--- config.mk ---
export PLATFORM = sky130hd
export DESIGN_NAME = subscale_top
export DESIGN_NICKNAME = d
export VERILOG_FILES = /design/src/rtl/subscale_pkg.sv /design/src/rtl/subscale_band_decode.sv /design/src/rtl/subscale_lane_mult.sv /design/src/rtl/subscale_lane_round.sv /design/src/rtl/subscale_top.sv
export SDC_FILE = /design/constraint.sdc
export NUM_CORES = 1
export LEC_CHECK = 0
export BUFFER_PORTS_ARGS = -buffer_cell sky130_fd_sc_hd__clkbuf_2
export CORE_ASPECT_RATIO = 0.6
export CORE_UTILIZATION = 45
export DETAILED_ROUTE_END_ITERATION = 8
export GPL_TIMING_DRIVEN = 0
export PLACE_DENSITY = 0.65
export SLEW_MARGIN = 20
export SYNTH_ARGS = -nofsm -noshare
export SYNTH_HDL_FRONTEND = slang
export SYNTH_SLANG_ARGS = --single-unit
--- constraint.sdc ---
create_clock -name clk -period 9.4 [get_ports clk]
set_input_delay 1.88 -clock clk [delete_from_list [all_inputs] [get_ports clk]]
set_output_delay 1.88 -clock clk [all_outputs]
set_load 0.01 [all_outputs]
--- src/rtl/subscale_pkg.sv ---
package subscale_pkg;

    typedef enum logic [1:0] {
        BAND_LL = 2'b00,
        BAND_LH = 2'b01,
        BAND_HL = 2'b10,
        BAND_HH = 2'b11
    } band_e;

    // fixed-point format of the merged gains
    localparam int GAIN_FRAC = 14;
    localparam int GAIN_W    = GAIN_FRAC + 3;   // signed, room for gains below 4

    // k*k and 1/(k*k) for k = 1.230174, 14 fractional bits
    localparam logic signed [GAIN_W-1:0] GAIN_LOWLOW   = 17'sd24794;
    localparam logic signed [GAIN_W-1:0] GAIN_HIGHHIGH = 17'sd10826;

    typedef struct packed {
        logic                      scale_en;
        logic signed [GAIN_W-1:0]  gain;
    } gain_sel_t;

    function automatic gain_sel_t pick_gain(input band_e b);
        gain_sel_t s;
        s.scale_en = 1'b0;
        s.gain     = '0;
        case (b)
            BAND_LL: begin s.scale_en = 1'b1; s.gain = GAIN_LOWLOW;   end
            BAND_HH: begin s.scale_en = 1'b1; s.gain = GAIN_HIGHHIGH; end
            default: begin s.scale_en = 1'b0; s.gain = '0;            end
        endcase
        return s;
    endfunction

endpackage

--- src/rtl/subscale_band_decode.sv ---
module subscale_band_decode
    import subscale_pkg::*;
(
    input  logic [1:0] band,
    output gain_sel_t  sel
);
    always_comb begin
        sel = pick_gain(band_e'(band));
    end
endmodule

--- src/rtl/subscale_lane_mult.sv ---
module subscale_lane_mult
    import subscale_pkg::*;
#(
    parameter int COEF_W = 16,
    localparam int PROD_W = COEF_W + GAIN_W
) (
    input  logic                     clk,
    input  logic                     rst,
    input  logic                     en,
    input  logic [1:0]               band,
    input  logic signed [COEF_W-1:0] coef,
    input  gain_sel_t                sel,
    output logic signed [PROD_W-1:0] prod_q,
    output logic signed [COEF_W-1:0] coef_q,
    output logic                     scale_q,
    output logic [1:0]               band_q
);
    logic signed [PROD_W-1:0] prod_d;

    always_comb begin
        prod_d = PROD_W'(coef) * PROD_W'(sel.gain);
    end

    always_ff @(posedge clk) begin
        if (rst) begin
            prod_q  <= '0;
            coef_q  <= '0;
            scale_q <= 1'b0;
            band_q  <= '0;
        end else if (en) begin
            prod_q  <= prod_d;
            coef_q  <= coef;
            scale_q <= sel.scale_en;
            band_q  <= band;
        end
    end
endmodule

--- src/rtl/subscale_lane_round.sv ---
module subscale_lane_round
    import subscale_pkg::*;
#(
    parameter int COEF_W = 16,
    localparam int PROD_W = COEF_W + GAIN_W
) (
    input  logic                     clk,
    input  logic                     rst,
    input  logic                     en,
    input  logic signed [PROD_W-1:0] prod,
    input  logic signed [COEF_W-1:0] coef,
    input  logic                     scale,
    input  logic [1:0]               band,
    output logic signed [COEF_W-1:0] res_q,
    output logic [1:0]               band_q
);
    localparam logic signed [PROD_W-1:0] HALF_LSB = PROD_W'(1) <<< (GAIN_FRAC - 1);
    localparam logic signed [PROD_W-1:0] LIM_HI   = PROD_W'((longint'(1) <<< (COEF_W - 1)) - 1);
    localparam logic signed [PROD_W-1:0] LIM_LO   = -(PROD_W'(1) <<< (COEF_W - 1));

    logic signed [PROD_W-1:0] rounded;
    logic signed [COEF_W-1:0] clamped;
    logic signed [COEF_W-1:0] res_d;

    always_comb begin
        rounded = (prod + HALF_LSB) >>> GAIN_FRAC;
        if (rounded > LIM_HI)
            clamped = LIM_HI[COEF_W-1:0];
        else if (rounded < LIM_LO)
            clamped = LIM_LO[COEF_W-1:0];
        else
            clamped = rounded[COEF_W-1:0];
        res_d = scale ? clamped : coef;
    end

    always_ff @(posedge clk) begin
        if (rst) begin
            res_q  <= '0;
            band_q <= '0;
        end else if (en) begin
            res_q  <= res_d;
            band_q <= band;
        end
    end
endmodule

--- src/rtl/subscale_top.sv ---
module subscale_top
    import subscale_pkg::*;
#(
    parameter int COEF_W = 16,
    parameter int LANES  = 2
) (
    input  logic                      clk,
    input  logic                      rst,
    input  logic                      in_valid,
    input  logic [2*LANES-1:0]        in_band,
    input  logic [COEF_W*LANES-1:0]   in_coef,
    output logic                      out_valid,
    output logic [2*LANES-1:0]        out_band,
    output logic [COEF_W*LANES-1:0]   out_coef
);
    localparam int PROD_W = COEF_W + GAIN_W;

    logic mid_valid;

    always_ff @(posedge clk) begin
        if (rst) begin
            mid_valid <= 1'b0;
            out_valid <= 1'b0;
        end else begin
            mid_valid <= in_valid;
            out_valid <= mid_valid;
        end
    end

    for (genvar l = 0; l < LANES; l++) begin : g_lane
        gain_sel_t                sel;
        logic signed [PROD_W-1:0] prod_m;
        logic signed [COEF_W-1:0] coef_m;
        logic                     scale_m;
        logic [1:0]               band_m;
        logic signed [COEF_W-1:0] res;
        logic [1:0]               band_o;

        subscale_band_decode u_dec (
            .band (in_band[2*l +: 2]),
            .sel  (sel)
        );

        subscale_lane_mult #(.COEF_W(COEF_W)) u_mult (
            .clk     (clk),
            .rst     (rst),
            .en      (in_valid),
            .band    (in_band[2*l +: 2]),
            .coef    (in_coef[COEF_W*l +: COEF_W]),
            .sel     (sel),
            .prod_q  (prod_m),
            .coef_q  (coef_m),
            .scale_q (scale_m),
            .band_q  (band_m)
        );

        subscale_lane_round #(.COEF_W(COEF_W)) u_round (
            .clk    (clk),
            .rst    (rst),
            .en     (mid_valid),
            .prod   (prod_m),
            .coef   (coef_m),
            .scale  (scale_m),
            .band   (band_m),
            .res_q  (res),
            .band_q (band_o)
        );

        assign out_coef[COEF_W*l +: COEF_W] = res;
        assign out_band[2*l +: 2]           = band_o;
    end
endmodule

==> metrics.md <==
| Metric | Value |
|---|---|
| Worst vdd ir | `around 140 uV` |
| Initial antenna violation count | `1` |
| HPWL Detailed | `39.7 mm` |
| Syn_area_per_cell | `8.97 um^2` |
| Most common library cells after synthesis | `inv_1 (354), ha_1 (300), fa_1 (180), dfxtp_1 (116), nand2_1 (114)` |
| Number of flops mapped to enable cells by yosys | `0` |
| Top cell type's share of synthesized area | `23.6%` |
| Slew of the pin with the lowest slew margin | `1270 ps` |
| Layout net count | `2389` |
| Status | `completed` |
| Die width | `245 um` |
| Mapped Cells | `1775` |
| 1st-iter DRT viols | `1089` |
| Postcts setup bufs | `0` |
| Hold Vio Cnt, Final | `0` |
| Routed WL | `45.5 mm` |
| Leading cell type by number of instances after synthesis | `inv_1` |
| PortBufs | `74` |
| Seq cells post-synth | `116` |
| Async set-reset flop share out of synthesis | `0%` |
| Tot GR Track Use | `26.1%` |
| RSZ-0062 raised after global routing | `false` |
| Clk_skew | `15.6 ps` |
| Leak | `9.13 nW` |
| Crit path launch type | `input port` |
| P per Cell Area | `234 mW/mm^2` |
| Rows | `52` |
| CTS HTree Levels | `4` |
| Clock Tree Buf Depth | `2` |
| Sequential-to-total area share from yosys stat | `14.6%` |
| Root Buffer | `clkbuf_16` |
| Top Ports | `76` |
| First-pass GRT wire length | `71.9 mm` |
| Clk sinks | `116` |
| Area grow syn2layout | `10.1%` |
| Reg clk slew, reported paths | `~60 ps` |
| Final period util | `98.6%` |
| Fin crit period | `9260 ps` |
| Fmax | `108 MHz` |
| Worst skew pair latency | `around 420 ps` |
| Cts repair resizes | `0` |
| GPL Wtd Cong | `0.994` |
| Hold Crit Class | `reg -> reg` |
| Floorplan Core Area | `0.0343 mm^2` |
| Max Cap Violations | `0` |
| Synth area leader | `ha_1` |
| FILL cells | `3194` |
| Ratio of cells with drive above 1 in the final layout | `7.01%` |
| Max-Slew Margin vs Limit | `approximately 15%` |
| Setup Viol. Count Final | `0` |
| Syn. warnings | `0` |
| Mapped cell area | `0.0159 mm^2` |
| Crit-path max FO | `10` |
| Total die area | `0.0362 mm^2` |
| DRC Markers | `0` |
| Power Total | `between 4 and 5 mW` |
| GRT overflow | `0` |
| R2r setup slk | `about 6400 ps` |
| Drt first pass iters | `5` |
| Initial core utilization | `a little under half` |
| WP data arrival | `roughly 9500 ps` |
| CTS tree | `yes` |
| Synth unique cells | `73` |
| Hold_buf cts | `0` |
| Vias in the first global route | `12.5k` |
| Worst EP required | `just under 10000 ps` |
| Critical path type | `in -> reg` |
| Vert. Die Dim | `between 100 and 150 um` |
| Area contributors post-synth | `ha_1 (24%), fa_1 (23%), dfxtp_1 (15%), inv_1 (8.3%), mux2i_1 (3.3%)` |
| CP endpoint kind | `flip-flop` |
| Largest net degree at the start of global routing | `17` |
| Antenna viol nets, final | `0` |
| Via count | `about 13k` |
| Drt wl/cell | `19.4 um` |
| Max-slew violations | `0` |
| Primary FF master, synth | `dfxtp_1` |
| CTS Buf Count | `17` |
| Vias per cell | `around 5.4` |
| Setup_tns | `0 ps` |
layer usage:
layer  part of all wire, %  global-route usage (%)  wire [um]
met5                     0                       0          0
met4                  0.70                    2.22        319
met3                    11                    7.61       4870
met2                    36                    33.9      16600
met1                    52                    42.6      23700
worst paths after layout:
check | from | to | cells after the start
worst min register to register | g_lane[1].u_round.res_q[8]$_SDFFE_PP0P_ | g_lane[1].u_round.res_q[8]$_SDFFE_PP0P_ | 2
worst max-delay path | in_band[3] | g_lane[1].u_mult.prod_q[28]$_SDFFE_PP0P_ | 23
worst max register to register | g_lane[1].u_mult.prod_q[16]$_SDFFE_PP0P_ | g_lane[1].u_round.res_q[11]$_SDFFE_PP0P_ | 8
worst min-delay path | g_lane[1].u_round.res_q[8]$_SDFFE_PP0P_ | g_lane[1].u_round.res_q[8]$_SDFFE_PP0P_ | 2
state kept, by name, indices dropped and copies added, names as in the netlist:
register               flops
g_lane.u_mult.coef_q      32
g_lane.u_mult.band_q       4
g_lane.u_mult.prod_q      40
mid_valid                  1
out_valid                  1
g_lane.u_round.res_q      32
g_lane.u_mult.scale_q      2
g_lane.u_round.band_q      4
worst max-delay path, stage by stage:
cell and delay [ps]:
clkbuf_2 110, inv_1 50, ha_1 560, clkbuf_1 590, nor2b_1 220, ha_1 440
inv_1 90, fa_1 520, inv_1 40, ha_1 320, fa_1 530, fa_1 550
inv_1 50, fa_1 530, inv_1 40, ha_1 360, a21oi_1 340, a21boi_0 180
a211oi_1 1050, a211oi_1 320, o22ai_1 340, xor2_1 260, a211oi_1 100
power by group:
| part | leakage [nW] | switching (mW) | internal [mW] | total (mW) |
|---|---|---|---|---|
| clock | 0.312 | 0.256 | 0.473 | 0.729 |
| combinational | 7.87 | 1.67 | 1.05 | 2.73 |
| sequential | 0.954 | 0.0920 | 0.562 | 0.654 |
layout make-up:
cell class,count,area [um^2],share of cell area (%)
diodes,2,5.00,0.0286
plain buffers,44,180,1.03
clock buffers,17,425,2.43
clock inverters,14,225,1.29
inverters,355,1330,7.60
multi-input cells,1262,12100,69.0
flip-flops and latches,116,2320,13.3
well taps,459,574,3.28
repair buffers,74,370,2.11
cells in the final DEF (no fill, tap or decap), types with 4 or more instances in the layout:
| cell | n |
|---|---|
| nor2_1 | 88 |
| o2111ai_1 | 4 |
| bufinv_16 | 5 |
| or2_2 | 5 |
| clkbuf_16 | 17 |
| xnor2_1 | 32 |
| nand2b_1 | 4 |
| nor2b_1 | 37 |
| nand2_1 | 114 |
| conb_1 | 4 |
| clkbuf_1 | 34 |
| and2_1 | 58 |
| dfxtp_1 | 116 |
| inv_1 | 354 |
| nor3_1 | 11 |
| a21oi_1 | 80 |
| mux2i_1 | 53 |
| or3_1 | 9 |
| and3_1 | 5 |
| a211oi_1 | 10 |
| ha_1 | 300 |
| xor2_1 | 26 |
| a31oi_1 | 6 |
| o211ai_1 | 14 |
| clkbuf_2 | 74 |
| fa_1 | 180 |
| a21o_1 | 10 |
| buf_1 | 5 |
| o22ai_1 | 5 |
| o21bai_1 | 7 |
| nand3_1 | 29 |
| and4_1 | 6 |
| nand4_1 | 20 |
| o21ai_0 | 87 |
stage by stage:
step / cells / hold WS [ps] / area, um^2 / setup slack (ps) / utilization, %
final: 2343 / 445 / 17500 / 135 / 51.1
after global placement: 2310 / 429 / 16900 / 17.0 / 49.2
after CTS: 2341 / 448 / 17500 / 384 / 51.1
after detailed placement: 2310 / 440 / 16900 / 5.07 / 49.2
after global routing: 2341 / 467 / 17500 / 2.79 / 51.1
after floorplan: 1777 / 447 / 15900 / 1540 / -
cells by family after synthesis:
| logic type | count (synthesis) | share of synthesized area (%) |
|---|---|---|
| buffers and inverters | 399 | 9.50 |
| and+or+nand+nor | 401 | 12.6 |
| adders and majority gates | 480 | 46.2 |
| DFF | 116 | 14.6 |
| AOI/OAI and AO/OA | 264 | 10.3 |
| xor gates and xnor gates | 58 | 3.19 |
| other | 2 | 0.0472 |
| muxes | 55 | 3.55 |
Power figures use the tool's default switching activity.
